==> src/rtl/irq_map_pkg.sv <==
package irq_map_pkg;
  localparam int N_PCI_GRP   = 8;
  localparam int PCI_GRP_SZ  = 4;
  localparam int N_OBD       = 32;
  localparam int N_PCI       = N_PCI_GRP * PCI_GRP_SZ;
  localparam int N_LINES     = N_PCI + N_OBD;
  localparam int ID_W        = $clog2(N_LINES);
  localparam int PGRP_W      = $clog2(N_PCI_GRP);
  localparam int OBD_W       = $clog2(N_OBD);
  localparam int IDX_W       = (PGRP_W > OBD_W) ? PGRP_W : OBD_W;
  localparam int ADDR_W      = 16;
  localparam int DATA_W      = 32;
  localparam int MAP_STRIDE  = 8;
  localparam int PCLR_STRIDE = 32;
  localparam int OCLR_STRIDE = 8;
  localparam int ACTIVE_OFS  = 4;
  localparam logic [ADDR_W-1:0] PMAP_BASE = 16'h0C00;
  localparam logic [ADDR_W-1:0] OMAP_BASE = 16'h1000;
  localparam logic [ADDR_W-1:0] PCLR_BASE = 16'h1400;
  localparam logic [ADDR_W-1:0] OCLR_BASE = 16'h1800;
  localparam logic [DATA_W-2:0] PMAP_LOW  = 31'h7C0;
  localparam logic [DATA_W-2:0] OMAP_LOW  = 31'h7E0;

  typedef struct packed {
    logic             pmap_wr;
    logic             omap_wr;
    logic             pclr_wr;
    logic             oclr_wr;
    logic             en_bit;
    logic [IDX_W-1:0] idx;
  } reg_evt_t;
endpackage

==> src/rtl/irq_rst_sync.sv <==
module irq_rst_sync (
  input  logic clk,
  input  logic rst_n,
  output logic rst_n_sync
);
  logic [1:0] sync_q;

  always_ff @(posedge clk or negedge rst_n) begin
    if (!rst_n) sync_q <= 2'b00;
    else        sync_q <= {sync_q[0], 1'b1};
  end

  assign rst_n_sync = sync_q[1];
endmodule

==> src/rtl/irq_map_regs.sv <==
module irq_map_regs
  import irq_map_pkg::*;
(
  input  logic               clk,
  input  logic               rst_n,
  input  logic [ADDR_W-1:0]  reg_addr,
  input  logic [DATA_W-1:0]  reg_wdata,
  input  logic               reg_we,
  output logic [DATA_W-1:0]  reg_rdata,
  output logic [N_LINES-1:0] line_en_nxt,
  output reg_evt_t           evt
);
  localparam int MS_SH = $clog2(MAP_STRIDE);
  localparam int PC_SH = $clog2(PCLR_STRIDE);
  localparam int OC_SH = $clog2(OCLR_STRIDE);

  logic [ADDR_W-1:0] off_pm, off_om, off_pc, off_oc;
  logic              pm_hit, om_hit, pc_hit, oc_hit;
  logic [PGRP_W-1:0] idx_pm, idx_pc;
  logic [OBD_W-1:0]  idx_om, idx_oc;

  logic [N_PCI_GRP-1:0] pci_en_q, pci_en_d;
  logic [N_OBD-1:0]     obd_en_q, obd_en_d;
  logic                 pci_ce, obd_ce;

  // address decode: each window is an offset from its base, slot-aligned
  always_comb begin
    off_pm = reg_addr - PMAP_BASE;
    off_om = reg_addr - OMAP_BASE;
    off_pc = reg_addr - PCLR_BASE;
    off_oc = reg_addr - OCLR_BASE;
    pm_hit = (off_pm < ADDR_W'(N_PCI_GRP * MAP_STRIDE)) &&
             (off_pm[MS_SH-1:0] == MS_SH'(ACTIVE_OFS));
    om_hit = (off_om < ADDR_W'(N_OBD * MAP_STRIDE)) &&
             (off_om[MS_SH-1:0] == MS_SH'(ACTIVE_OFS));
    pc_hit = (off_pc < ADDR_W'(N_PCI_GRP * PCLR_STRIDE)) &&
             (off_pc[PC_SH-1:0] == PC_SH'(ACTIVE_OFS));
    oc_hit = (off_oc < ADDR_W'(N_OBD * OCLR_STRIDE)) &&
             (off_oc[OC_SH-1:0] == OC_SH'(ACTIVE_OFS));
    idx_pm = off_pm[MS_SH +: PGRP_W];
    idx_om = off_om[MS_SH +: OBD_W];
    idx_pc = off_pc[PC_SH +: PGRP_W];
    idx_oc = off_oc[OC_SH +: OBD_W];
  end

  // write events handed to the request holder
  always_comb begin
    evt.pmap_wr = reg_we & pm_hit;
    evt.omap_wr = reg_we & om_hit;
    evt.pclr_wr = reg_we & pc_hit;
    evt.oclr_wr = reg_we & oc_hit;
    evt.en_bit  = reg_wdata[DATA_W-1];
    if (pm_hit)      evt.idx = IDX_W'(idx_pm);
    else if (om_hit) evt.idx = IDX_W'(idx_om);
    else if (pc_hit) evt.idx = IDX_W'(idx_pc);
    else             evt.idx = IDX_W'(idx_oc);
  end

  // enable next state
  always_comb begin
    pci_en_d = pci_en_q;
    obd_en_d = obd_en_q;
    pci_ce   = reg_we & pm_hit;
    obd_ce   = reg_we & om_hit;
    if (pci_ce) pci_en_d[idx_pm] = reg_wdata[DATA_W-1];
    if (obd_ce) obd_en_d[idx_om] = reg_wdata[DATA_W-1];
  end

  always_ff @(posedge clk or negedge rst_n) begin
    if (!rst_n)      pci_en_q <= '0;
    else if (pci_ce) pci_en_q <= pci_en_d;
  end

  always_ff @(posedge clk or negedge rst_n) begin
    if (!rst_n)      obd_en_q <= '0;
    else if (obd_ce) obd_en_q <= obd_en_d;
  end

  // per-line enable as seen after this cycle's write
  for (genvar i = 0; i < N_PCI; i++) begin : g_pci_line
    assign line_en_nxt[i] = pci_en_d[i / PCI_GRP_SZ];
  end
  for (genvar k = 0; k < N_OBD; k++) begin : g_obd_line
    assign line_en_nxt[N_PCI + k] = obd_en_d[k];
  end

  // read mux: only the live words of the map windows carry data
  always_comb begin
    reg_rdata = '0;
    if (pm_hit)
      reg_rdata = {pci_en_q[idx_pm], PMAP_LOW | ((DATA_W-1)'(idx_pm) << 2)};
    else if (om_hit)
      reg_rdata = {obd_en_q[idx_om], OMAP_LOW + (DATA_W-1)'(idx_om)};
  end
endmodule

==> src/rtl/irq_pick_first.sv <==
module irq_pick_first #(
  parameter int N = 64,
  parameter int W = $clog2(N)
) (
  input  logic [N-1:0] elig,
  output logic         pick_vld,
  output logic [W-1:0] pick_id
);
  always_comb begin
    pick_vld = 1'b0;
    pick_id  = '0;
    for (int i = N - 1; i >= 0; i--) begin
      if (elig[i]) begin
        pick_vld = 1'b1;
        pick_id  = W'(i);
      end
    end
  end
endmodule

==> src/rtl/irq_req_hold.sv <==
module irq_req_hold
  import irq_map_pkg::*;
(
  input  logic               clk,
  input  logic               rst_n,
  input  reg_evt_t           evt,
  input  logic               pick_vld,
  input  logic [ID_W-1:0]    pick_id,
  output logic [N_LINES-1:0] req_vec
);
  localparam int GRP_SH = $clog2(PCI_GRP_SZ);

  logic            req_vld_q, req_vld_d;
  logic [ID_W-1:0] req_id_q, req_id_d;
  logic            req_is_obd, grp_match, line_match, drop, ce;
  logic [ID_W-1:0] req_grp, req_oidx;

  always_comb begin
    req_is_obd = (req_id_q >= ID_W'(N_PCI));
    req_grp    = req_id_q >> GRP_SH;
    req_oidx   = req_id_q - ID_W'(N_PCI);
    grp_match  = !req_is_obd && (req_grp == ID_W'(evt.idx));
    line_match = req_is_obd && (req_oidx == ID_W'(evt.idx));
    drop = req_vld_q &&
           ((evt.pmap_wr && !evt.en_bit && grp_match) ||
            (evt.omap_wr && !evt.en_bit && line_match) ||
            (evt.pclr_wr && grp_match) ||
            (evt.oclr_wr && line_match));
    ce        = !req_vld_q || drop;
    req_vld_d = pick_vld;
    req_id_d  = pick_id;
  end

  always_ff @(posedge clk or negedge rst_n) begin
    if (!rst_n) begin
      req_vld_q <= 1'b0;
      req_id_q  <= '0;
    end else if (ce) begin
      req_vld_q <= req_vld_d;
      req_id_q  <= req_id_d;
    end
  end

  for (genvar i = 0; i < N_LINES; i++) begin : g_req_dec
    assign req_vec[i] = req_vld_q && (req_id_q == ID_W'(i));
  end
endmodule

==> src/rtl/irq_map_arbiter.sv <==
module irq_map_arbiter
  import irq_map_pkg::*;
(
  input  logic               clk,
  input  logic               rst_n,
  input  logic [ADDR_W-1:0]  reg_addr,
  input  logic [DATA_W-1:0]  reg_wdata,
  input  logic               reg_we,
  output logic [DATA_W-1:0]  reg_rdata,
  input  logic [N_LINES-1:0] irq_lvl,
  output logic [N_LINES-1:0] req_vec
);
  logic               rst_n_sync;
  logic [N_LINES-1:0] line_en_nxt;
  logic [N_LINES-1:0] elig_nxt;
  reg_evt_t           evt;
  logic               pick_vld;
  logic [ID_W-1:0]    pick_id;

  irq_rst_sync u_rst (
    .clk        (clk),
    .rst_n      (rst_n),
    .rst_n_sync (rst_n_sync)
  );

  irq_map_regs u_regs (
    .clk         (clk),
    .rst_n       (rst_n_sync),
    .reg_addr    (reg_addr),
    .reg_wdata   (reg_wdata),
    .reg_we      (reg_we),
    .reg_rdata   (reg_rdata),
    .line_en_nxt (line_en_nxt),
    .evt         (evt)
  );

  assign elig_nxt = irq_lvl & line_en_nxt;

  irq_pick_first #(.N(N_LINES), .W(ID_W)) u_pick (
    .elig     (elig_nxt),
    .pick_vld (pick_vld),
    .pick_id  (pick_id)
  );

  irq_req_hold u_hold (
    .clk      (clk),
    .rst_n    (rst_n_sync),
    .evt      (evt),
    .pick_vld (pick_vld),
    .pick_id  (pick_id),
    .req_vec  (req_vec)
  );
endmodule

==> config.mk <==
export PLATFORM = sky130hd
export DESIGN_NAME = irq_map_arbiter
export DESIGN_NICKNAME = d
export VERILOG_FILES = /design/src/rtl/irq_map_pkg.sv /design/src/rtl/irq_rst_sync.sv /design/src/rtl/irq_map_regs.sv /design/src/rtl/irq_pick_first.sv /design/src/rtl/irq_req_hold.sv /design/src/rtl/irq_map_arbiter.sv
export SDC_FILE = /design/constraint.sdc
export NUM_CORES = 1
export LEC_CHECK = 0
export BUFFER_PORTS_ARGS = -buffer_cell sky130_fd_sc_hd__buf_2
export CAP_MARGIN = 20
export CORE_ASPECT_RATIO = 0.9
export CORE_UTILIZATION = 30
export DETAILED_ROUTE_END_ITERATION = 6
export PLACE_DENSITY = 0.6
export SYNTH_ARGS = -nofsm -noshare
export SYNTH_HDL_FRONTEND = slang
export SYNTH_SLANG_ARGS = --single-unit
==> constraint.sdc <==
create_clock -name clk -period 3.17 [get_ports clk]
set_input_delay 0.4755 -clock clk [delete_from_list [all_inputs] [get_ports clk]]
set_output_delay 0.4755 -clock clk [all_outputs]
set_load 0.01 [all_outputs]
# Word-level counts from Yosys, hierarchy flattened
# Cells that the tools add are included.
# classes
addsub,6
order_cmp,9
n_eq_ne,69
n_mux,145
bitwise_logic,5
reduce_logical,87
# op_table
operator,n
2-to-1 mux 6 bit,64
== test 6 bit (second input constant),32
== test 6 x 5 -> 1 bit (second input constant),16
2-to-1 mux 32 bit,3
logical AND 1 bit,79
2-to-1 mux 1 bit,68
AND 64 bit,1
== test 6 x 4 -> 1 bit (second input constant),8
less-than comparator 16 x 9 -> 1 bit (second input constant),3
subtractor 16 x 13 -> 16 bit (second input constant),3
bitwise mux 32 bit,1
== test 6 x 3 -> 1 bit (second input constant),4
less-than comparator 16 x 7 -> 1 bit (second input constant),1
subtractor 16 x 12 -> 16 bit (second input constant),1
2-to-1 mux 5 bit,3
adder 11 x 5 -> 12 bit (first input constant),1
== test 6 x 2 -> 1 bit (second input constant),2
== test 3 bit (second input constant),3
bitwise mux 8 bit,1
2-to-1 mux 8 bit,1
== test 6 x 1 -> 1 bit (second input constant),1
== test 6 x 5 -> 1 bit,1
>= comparator 6 bit (second input constant),1
zero test 6 bit,1
other kinds (14),22
# word_totals
register_bits,49
input_bits,115
out_inout_bits,96
wordCells,326

# Longest topological paths before layout
# Gate-level depths: netlist (run 1).
# logic_depth
word_depth,72
depth_mapped,14
ltp_nobuf,13

# Modules after synthesis
# A second synthesis (run 1) with hierarchy kept.
# hier_totals
hier_cells,691
area_unflattened_um2,5502.8
# modules_own_cells
mod,instances,cells_per_inst,area_each_um2
irq_map_regs,1,327,3325.7
irq_req_hold,1,157,959.7
irq_pick_first,1,140,763.2
irq_map_arbiter,1,64,400.4
irq_rst_sync,1,3,53.8

# Worst setup path before layout (run 1)
# No wires, ideal clock.
# synth_path
path_type,input -> output
startpoint,input port reg_addr[3]
endpoint,output port reg_rdata[31]
arrival_time_ps,2615
required_ps,2694
path_slack_ps,79
path_stages,7
path_buffers,2
path_cell_list,clkbuf_1 -> buf_1 -> mux4_2 -> mux4_2 -> nand2_1 -> nand2_1 -> a22o_1
# synth_between
elab_chain_len,5
word_cells_on_any_way,12
classes_between,add/sub: 2; order compare: 2; mux: 6; reduce/logical: 2
# synth_lines
element,line_no,text
"start, declared",irq_map_arbiter.sv:6,"input logic [ADDR_W-1:0] reg_addr,"
subtractor 16 x 13 -> 16 bit,irq_map_regs.sv:29,off_om = reg_addr - OMAP_BASE;
less-than comparator 16 x 9 -> 1 bit / binary-select mux 1 bit (select 5 bit) (equally long branches),"irq_map_regs.sv:34, irq_map_regs.sv:93",
logical AND 1 bit / 2-to-1 mux 1 bit (equally long branches),"irq_map_regs.sv:34, irq_map_regs.sv:93",
2-to-1 mux 32 bit,irq_map_regs.sv:92,else if (om_hit)
2-to-1 mux 32 bit (*),irq_map_regs.sv:90,if (pm_hit)
"end, declared",irq_map_arbiter.sv:9,"output logic [DATA_W-1:0] reg_rdata,"
# Mark *: on every way between the ends. The rest lies on a longest branch, timed or not. The select of a mux whose other input is x is not followed.

# Worst setup path after layout (run 1)
# layout_path
startpoint,input port reg_addr[9]
endpoint,register u_hold.req_vld_q
# layout_between
elab_chain_len,70
word_cells_on_any_way,101
classes_between,add/sub: 4; order compare: 4; eq/ne: 2; mux: 69; bitwise: 5; reduce/logical: 17
# layout_lines
element,line_no,text
subtractor 16 x 13 -> 16 bit,irq_map_regs.sv:29,
less-than comparator 16 x 9 -> 1 bit,irq_map_regs.sv:34,om_hit = (off_om < ADDR_W'(N_OBD * MAP_STRIDE)) &&
logical AND 1 bit,irq_map_regs.sv:34,
AND 1 bit,"irq_map_regs.sv:49, irq_map_regs.sv:64",
2-to-1 mux 32 bit,irq_map_regs.sv:66,if (obd_ce) obd_en_d[idx_om] = reg_wdata[DATA_W-1];
AND 64 bit,irq_map_arbiter.sv:37,assign elig_nxt = irq_lvl & line_en_nxt;
2-to-1 mux 1 bit (64 in a row),irq_pick_first.sv:13,if (elig[i]) begin
"end signal, assigned",irq_req_hold.sv:39,req_vld_q <= req_vld_d;
"end, declared",irq_req_hold.sv:13,"logic req_vld_q, req_vld_d;"
# Several ways; a longest one is shown, not always the timed one.
# A chain may end at the register's enable or synchronous reset.

==> results of run 1 <==
## critical path: stages
cell and delay, ns:
buf_2 0.12, nor4b_4 0.32, nand4_2 0.16, buf_12 0.19, buf_12 0.15, o31a_1 0.34, o21ai_4 0.23, nand4_4 0.13
buf_4 0.16, nor4_4 0.36, buf_4 0.17, nand2_1 0.05, or3_1 0.36
## repair_timing
| item | CTS | global route |
|---|---|---|
| setup endpoints to repair | 0 | 6 |
| gates resized for setup | 0 | 36 |
| hold endpoints to repair | 2 | 0 |
| hold buffers | 1 | 0 |
| buffers inserted | 0 | 4 |
## sequential cells by signal, summed over array words and instances (netlist names)
name	cells
u_regs.obd_en_q	32
u_regs.pci_en_q	8
u_hold.req_id_q	6
u_rst.sync_q	2
u_hold.req_vld_q	1
## synth_stat cells (6+ instances only)
library cell,count,share of area [%]
a211oi_1,7,1.0
a21boi_0,6,0.86
a21boi_1,7,1.0
a21oi_1,28,2.7
a22o_1,6,1.0
a31oi_1,7,0.84
and3_1,9,1.1
buf_1,6,0.43
buf_2,6,0.57
buf_4,25,3.6
clkbuf_1,20,1.4
dfrtp_1,49,23
inv_1,31,2.2
mux2_2,15,3.2
mux2i_1,15,2.9
mux4_2,12,5.2
nand2_1,71,5.1
nand3_1,25,2.4
nand4_1,15,1.8
nor2_1,115,8.2
nor3_1,18,1.7
nor4_1,9,1.1
o21ai_0,22,2.1
o21ai_1,6,0.57
o31ai_1,14,2.0
or2_2,10,1.2
or3_1,6,0.72
## logic make-up (layout without fill, tap and decap cells)
| group | count (synthesis) | count (layout) | synth area share [%] |
|---|---|---|---|
| AO/OA/AOI/OAI | 168 | 168 | 23.19 |
| XOR/XNOR | 3 | 3 | 0.5015 |
| adder cells (fa/ha/maj) | 3 | 3 | 0.7164 |
| buffers and inverters | 94 | 342 | 9.241 |
| flip-flops | 49 | 49 | 23.40 |
| multiplexers | 42 | 42 | 11.25 |
| other | 2 | 21 | 0.1433 |
| AND/OR/NAND/NOR | 321 | 321 | 31.57 |
## power by group through the flow
stage / registers (mW) / logic (mW) / clock network [mW]
floorplan: 0.651 / 0.174 / 0
finish: 0.647 / 0.346 / 0.559
detailed placement: 0.660 / 0.334 / 0
CTS: 0.647 / 0.336 / 0.567
global route: 0.650 / 0.377 / 0.591
global placement: 0.660 / 0.332 / 0
## layout make-up
class	instances	area share, %
flip-flops and latches	49	16.42
inverters	33	1.657
well taps	235	3.934
clock inverters	3	0.2846
clock buffers	5	1.674
multi-input cells	558	50.54
repair buffers	301	25.49
## worst max path at each step
stage / depth (start not counted) / slack (ns) / startpoint / end
6_report: 13 / 0.10 / reg_addr[9] / u_hold.req_vld_q
5_1_grt: 14 / -0.04 / reg_addr[9] / u_hold.req_id_q[1]
4_1_cts: 14 / 0.01 / reg_addr[11] / u_hold.req_id_q[0]
3_5_place_dp: 14 / -0.26 / reg_addr[11] / u_hold.req_id_q[0]
3_3_place_gp: 14 / -0.25 / reg_addr[11] / u_hold.req_id_q[1]
2_1_floorplan: 7 / 0.08 / reg_addr[3] / reg_rdata[31]
## metal layers
metal	share of wire, %	wire [um]
met5	0	0
met1	47	9077
met2	45	8715
met4	2.0	384
met3	6.0	1164
## stage by stage
stage               instance area, um^2  hold WS [ns]
floorplan                          5311        0.1799
global placement                   7108        0.2614
detailed placement                 7108        0.2647
CTS                                7264        0.3584
global route                       7475        0.3827
finish                             7475        0.3547
==> summary.md, run 1 <==
| Metric | Value |
|---|---|
| VDD IR max | `0.0001617 V` |
| Fillers | `1752` |
| Via Count | `6154` |
| Worst-margin pin slew | `0.8970 ns` |
| Initial DRC count | `485` |
| Synth-to-Final Area Change | `42.65%` |
| DP Worst Slack | `-0.2616 ns` |
| Core Region | `0.01700 mm^2` |
| Final core utilization | `43.96%` |
| Routed WL per cell | `16.34 um` |
| Register bit total from synthesis | `49` |
| Max Buffers Root-to-Sink | `2` |
| Clk pwr share | `36.0%` |
| Nets | `1066` |
| Crit end category | `flop` |
| Hold_sp | `u_rst.sync_q[0]` |
| Synth Warn # | `0` |
| RSZ-0062 raised after global routing | `yes` |
| Cell variety after synth | `81` |
| Power per cell area | `207.6 mW/mm^2` |
| Vias per cell | `5.198` |
| FF+latch area | `0.001227 mm^2` |
| Reg-to-Reg End | `u_hold.req_id_q[0]` |
| Clock latency on the worst-skew pair | `0.30 ns` |
| CP Launch Type | `input pin` |
| Clock Pin Slew Worst Setup and Hold Paths | `0.07 ns` |
| Leakage | `3.703 nW` |
| Synth async-reset ratio | `100.0%` |
| Status | `complete, no violations` |
| Initial antenna violation count | `0` |
| HPWL after detailed placement | `15.46 mm` |
| Cell Area, Synth | `0.005240 mm^2` |
| Final Critical Period | `3.068 ns` |
| Final worst setup slack | `0.1020 ns` |
| GPL Wtd Cong | `0.9327` |
| R2R Path Start | `u_regs.obd_en_q[30]` |
| Critical path peak fanout | `14` |
| Syn_area_per_cell | `7.683 um^2` |
| Row Count | `45` |
| Final Max Tran Viols | `0` |
| Full die area | `0.01800 mm^2` |
| Worst endpoint required time | `3.35 ns` |
| Routing usage on met2 | `33.58%` |
| Seq/Total Area, Yosys | `23.40%` |
| Reg power frac | `41.7%` |
| CTS Root Cell | `clkbuf_16` |
| Comb pwr share | `22.3%` |
| Most frequent cells in the layout | `159 x buf_2, 137 x buf_4, 114 x nor2_1, 71 x nand2_1, 48 x dfrtp_1` |
| Peak Freq | `325.9 MHz` |
| Maxcap violations | `0` |
| EDFF count, synth | `0` |
| First-pass GRT wire length | `30.04 mm` |
| Pwr Total | `1.551 mW` |
| Worst setup path category | `in2reg` |
| Setup TNS | `0 ns` |
| Chip width | `141.3 um` |
| Reg2Reg Depth | `10` |
| Total Wirelength | `19.34 mm` |
| Most common cell after layout, fill and taps aside | `buf_2` |
| DRT Pass-1 Iters | `5` |
| Internal power | `1.067 mW` |
| Starting Density | `30.82%` |
| Multi-input gate area | `0.003777 mm^2` |
| Hold Crit Class | `reg2reg` |
| Layout cell share with drive strength beyond 1 | `42.47%` |
| Htree depth | `2` |
| Antenna Cells | `0` |
| ANT nets after route | `0` |
| CTS tree | `built` |
| DP Cell Count | `1171` |
| Remaining Overflow, GRT | `0` |
| Final worst-path cycle share | `96.78%` |
| GRT Max-Usage Layer | `met2` |
| Num CTS Buffers | `5` |
| Switching Fraction | `31.21%` |
| Non-filler cells, final | `1184` |
| Reg2reg setup slack | `1.00 ns` |
| Total track usage | `21.13%` |
| Layout Skew | `0.005473 ns` |
| CTS Sinks | `49` |
| Worst Hold Path EP | `u_rst.sync_q[1]` |
| Ys flop type | `dfrtp_1` |
| Met1 Use GR | `30.05%` |
| Number of remaining DRC errors | `0` |
| Slew HR | `40.20%` |
| Syn Inst Count | `682` |
| NetSw | `0.4842 mW` |
| Hold Vio Cnt, Final | `0` |
| Count of buffers from port buffering | `159` |
| I/O pins | `211` |
| Hold Path Cell Cnt | `0` |
| Worst path arrival time | `3.24 ns` |
| M3 GR Usage | `2.736%` |
| Final setup violation count | `0` |
| DIE HEIGHT | `127.4 um` |
| Pin count of the biggest net entering global routing | `52` |
| Number of global-route vias before repair | `5718` |
(Power assumes the default switching activity.)
==> run 2: changes to the inputs <==
--- a/config.mk
+++ b/config.mk
@@ -11,6 +11,7 @@
 export CORE_UTILIZATION = 30
 export DETAILED_ROUTE_END_ITERATION = 6
 export PLACE_DENSITY = 0.6
+export REMOVE_ABC_BUFFERS = 1
 export SYNTH_ARGS = -nofsm -noshare
 export SYNTH_HDL_FRONTEND = slang
 export SYNTH_SLANG_ARGS = --single-unit
==> run 2 against run 1 <==
Critical path depth decreased by 5. Critical endpoint is now reg_rdata[31]. First-iteration DRC count decreased by 7.4%. Largest cell class unchanged. Clock power increased by 6.8%. Non-clock buffer count increased by 18. Setup slack got worse by 0.0064 ns. Sequential share of layout area decreased by 0.48 points. Largest power group unchanged. Register-to-register slack got worse by 0.21 ns.
==> summary.md, run 2 (synthesis gave the netlist of run 1 again) <==
| Metric | Value |
|---|---|
| Routed WL per cell | `16.58 um` |
| Num CTS Buffers | `5` |
| Maxcap violations | `0` |
| CP bufs+invs | `3` |
| HPWL after detailed placement | `15.71 mm` |
| ANT nets after route | `0` |
| Slew HR | `55.67%` |
| Initial antenna violation count | `0` |
| Final Max Tran Viols | `0` |
| Worst path arrival time | `2.60 ns` |
| Pin count of the biggest net entering global routing | `25` |
| Largest delay contributor family on the critical path | `multiplexers` |
| Final worst setup slack | `0.09556 ns` |
| Number of global-route vias before repair | `5790` |
| Critical path peak fanout | `10` |
| Max reg flops | `32` |
| CTS Sinks | `49` |
| Total Wirelength | `19.93 mm` |
| Layout Skew | `0.01070 ns` |
| Chip width | `141.3 um` |
| Fillers | `1746` |
| Remaining Overflow, GRT | `0` |
| Clock latency on the worst-skew pair | `0.30 ns` |
| Layout cell share with drive strength beyond 1 | `44.16%` |
| Clock Pin Slew Worst Setup and Hold Paths | `0.07 ns` |
| Leakage | `3.850 nW` |
| Htree depth | `2` |
| CP max stage delay | `0.55 ns` |
| Total track usage | `21.55%` |
| CTS Root Cell | `clkbuf_16` |
| Pwr Total | `1.605 mW` |
| Placed cell area | `0.007241 mm^2` |
| Multi-input gate area | `0.003826 mm^2` |
| FF+latch area | `0.001227 mm^2` |
| Hold Vio Cnt, Final | `0` |
| Peak Freq | `325.3 MHz` |
| First-pass GRT wire length | `30.53 mm` |
| DIE HEIGHT | `127.4 um` |
| Most frequent cells in the layout | `159 x buf_2, 154 x buf_4, 114 x nor2_1, 71 x nand2_1, 48 x dfrtp_1` |
| Most common cell after layout, fill and taps aside | `buf_2` |
| CTS tree | `built` |
| RSZ-0062 raised after global routing | `yes` |
| Final worst-path cycle share | `96.99%` |
| Hold WS | `0.2796 ns` |
| DRT Pass-1 Iters | `5` |
| Final instance area | `0.007700 mm^2` |
| Worst-margin pin slew | `0.6631 ns` |
| Count of buffers from port buffering | `159` |
| Antenna Cells | `0` |
| DP Worst Slack | `-0.2774 ns` |
| Cells along the critical path | `buf_2 > buf_4 > mux4_2 > mux4_2 > nand2_1 > nand2_1 > a22o_1 > buf_2` |
| Starting Density | `30.82%` |
| Via Count | `6253` |
| Number of remaining DRC errors | `0` |
| Nets | `1084` |
| Max Buffers Root-to-Sink | `2` |
| Largest regs | `u_regs.obd_en_q x32, u_regs.pci_en_q x8, u_hold.req_id_q x6` |
| Top reg by flops | `u_regs.obd_en_q` |
| Initial DRC count | `449` |
| Worst endpoint required time | `2.69 ns` |
| Status | `complete, no violations` |
| Vias per cell | `5.202` |
| Hold Crit Class | `reg2async` |
| Full die area | `0.01800 mm^2` |
| Crit end category | `primary output` |
| Slowest CP cell | `mux4_2` |
| Row Count | `45` |
| Setup TNS | `0 ns` |
| GPL Wtd Cong | `0.9166` |
| VDD IR max | `0.0001648 V` |
| Power per cell area | `208.5 mW/mm^2` |
| Final Critical Period | `3.074 ns` |
| Synth-to-Final Area Change | `46.94%` |
| Final setup violation count | `0` |
| I/O pins | `211` |
| CP Launch Type | `input pin` |
| Core Region | `0.01700 mm^2` |
| Worst setup path category | `in2out` |
[run 2: metal layers]
| layer | share of wire [%] | track usage, % | up-vias | wire (um) |
|---|---|---|---|---|
| li1 | - | - | 3032 | - |
| met1 | 47 | 30.26 | 2962 | 9298 |
| met2 | 46 | 35.18 | 231 | 9094 |
| met3 | 6.4 | 2.961 | 28 | 1266 |
| met4 | 1.4 | 4.476 | 0 | 275 |
| met5 | 0 | 0 | - | 0 |
[run 2: worst paths after layout]
| check | from | to | slack, ns | depth (start not counted) |
|---|---|---|---|---|
| min in group clk | u_rst.sync_q[0] | u_rst.sync_q[1] | 0.35 | 0 |
| hold reg to reg | u_rst.sync_q[1] | u_regs.obd_en_q[13] | 0.28 | 0 |
| max in group asynchronous | u_rst.sync_q[1] | u_regs.pci_en_q[1] | 2.33 | 1 |
| hold / removal | u_rst.sync_q[1] | u_regs.obd_en_q[13] | 0.28 | 0 |
| setup / recovery | reg_addr[3] | reg_rdata[31] | 0.1 | 8 |
| setup reg to reg | u_regs.obd_en_q[30] | u_hold.req_id_q[1] | 0.79 | 10 |
[run 2: worst register-to-register path, cell delays in order, from the launching register on]
cell      delay [ns]
dfrtp_1         0.39
a21boi_0        0.13
o21ai_0         0.27
buf_4           0.17
a211oi_1        0.07
o311ai_0        0.42
buf_4           0.20
a31oi_2         0.10
o31ai_2         0.23
nand3_1         0.11
a22o_1          0.18
[run 2: final cells by class]
class,count,share of cell area (%)
multi-input combinational,558,49.69
timing repair buffer,319,26.84
sequential,49,15.94
tap,235,3.819
clock buffer,7,1.982
inverter,33,1.609
clock inverter,1,0.1137
[run 2: through the flow]
stage	util, %	cells
global placement	42.47	1186
global route	45.28	1202
floorplan	-	640
detailed placement	42.58	1187
CTS	43.62	1196
finish	45.28	1202
[run 2: timing repair]
action | in CTS | in global routing
buffers inserted | 0 | 5
pin swaps | 0 | 20
setup endpoints to repair | 1 | 7
hold buffers | 1 | 0
endpoints found under the hold margin | 2 | 0
gates cloned | 0 | 1
resized for setup | 1 | 42
[run 2: power by group]
group	switching, mW	internal [mW]
sequential	0.0159	0.629
combinational	0.213	0.151
clock	0.257	0.340
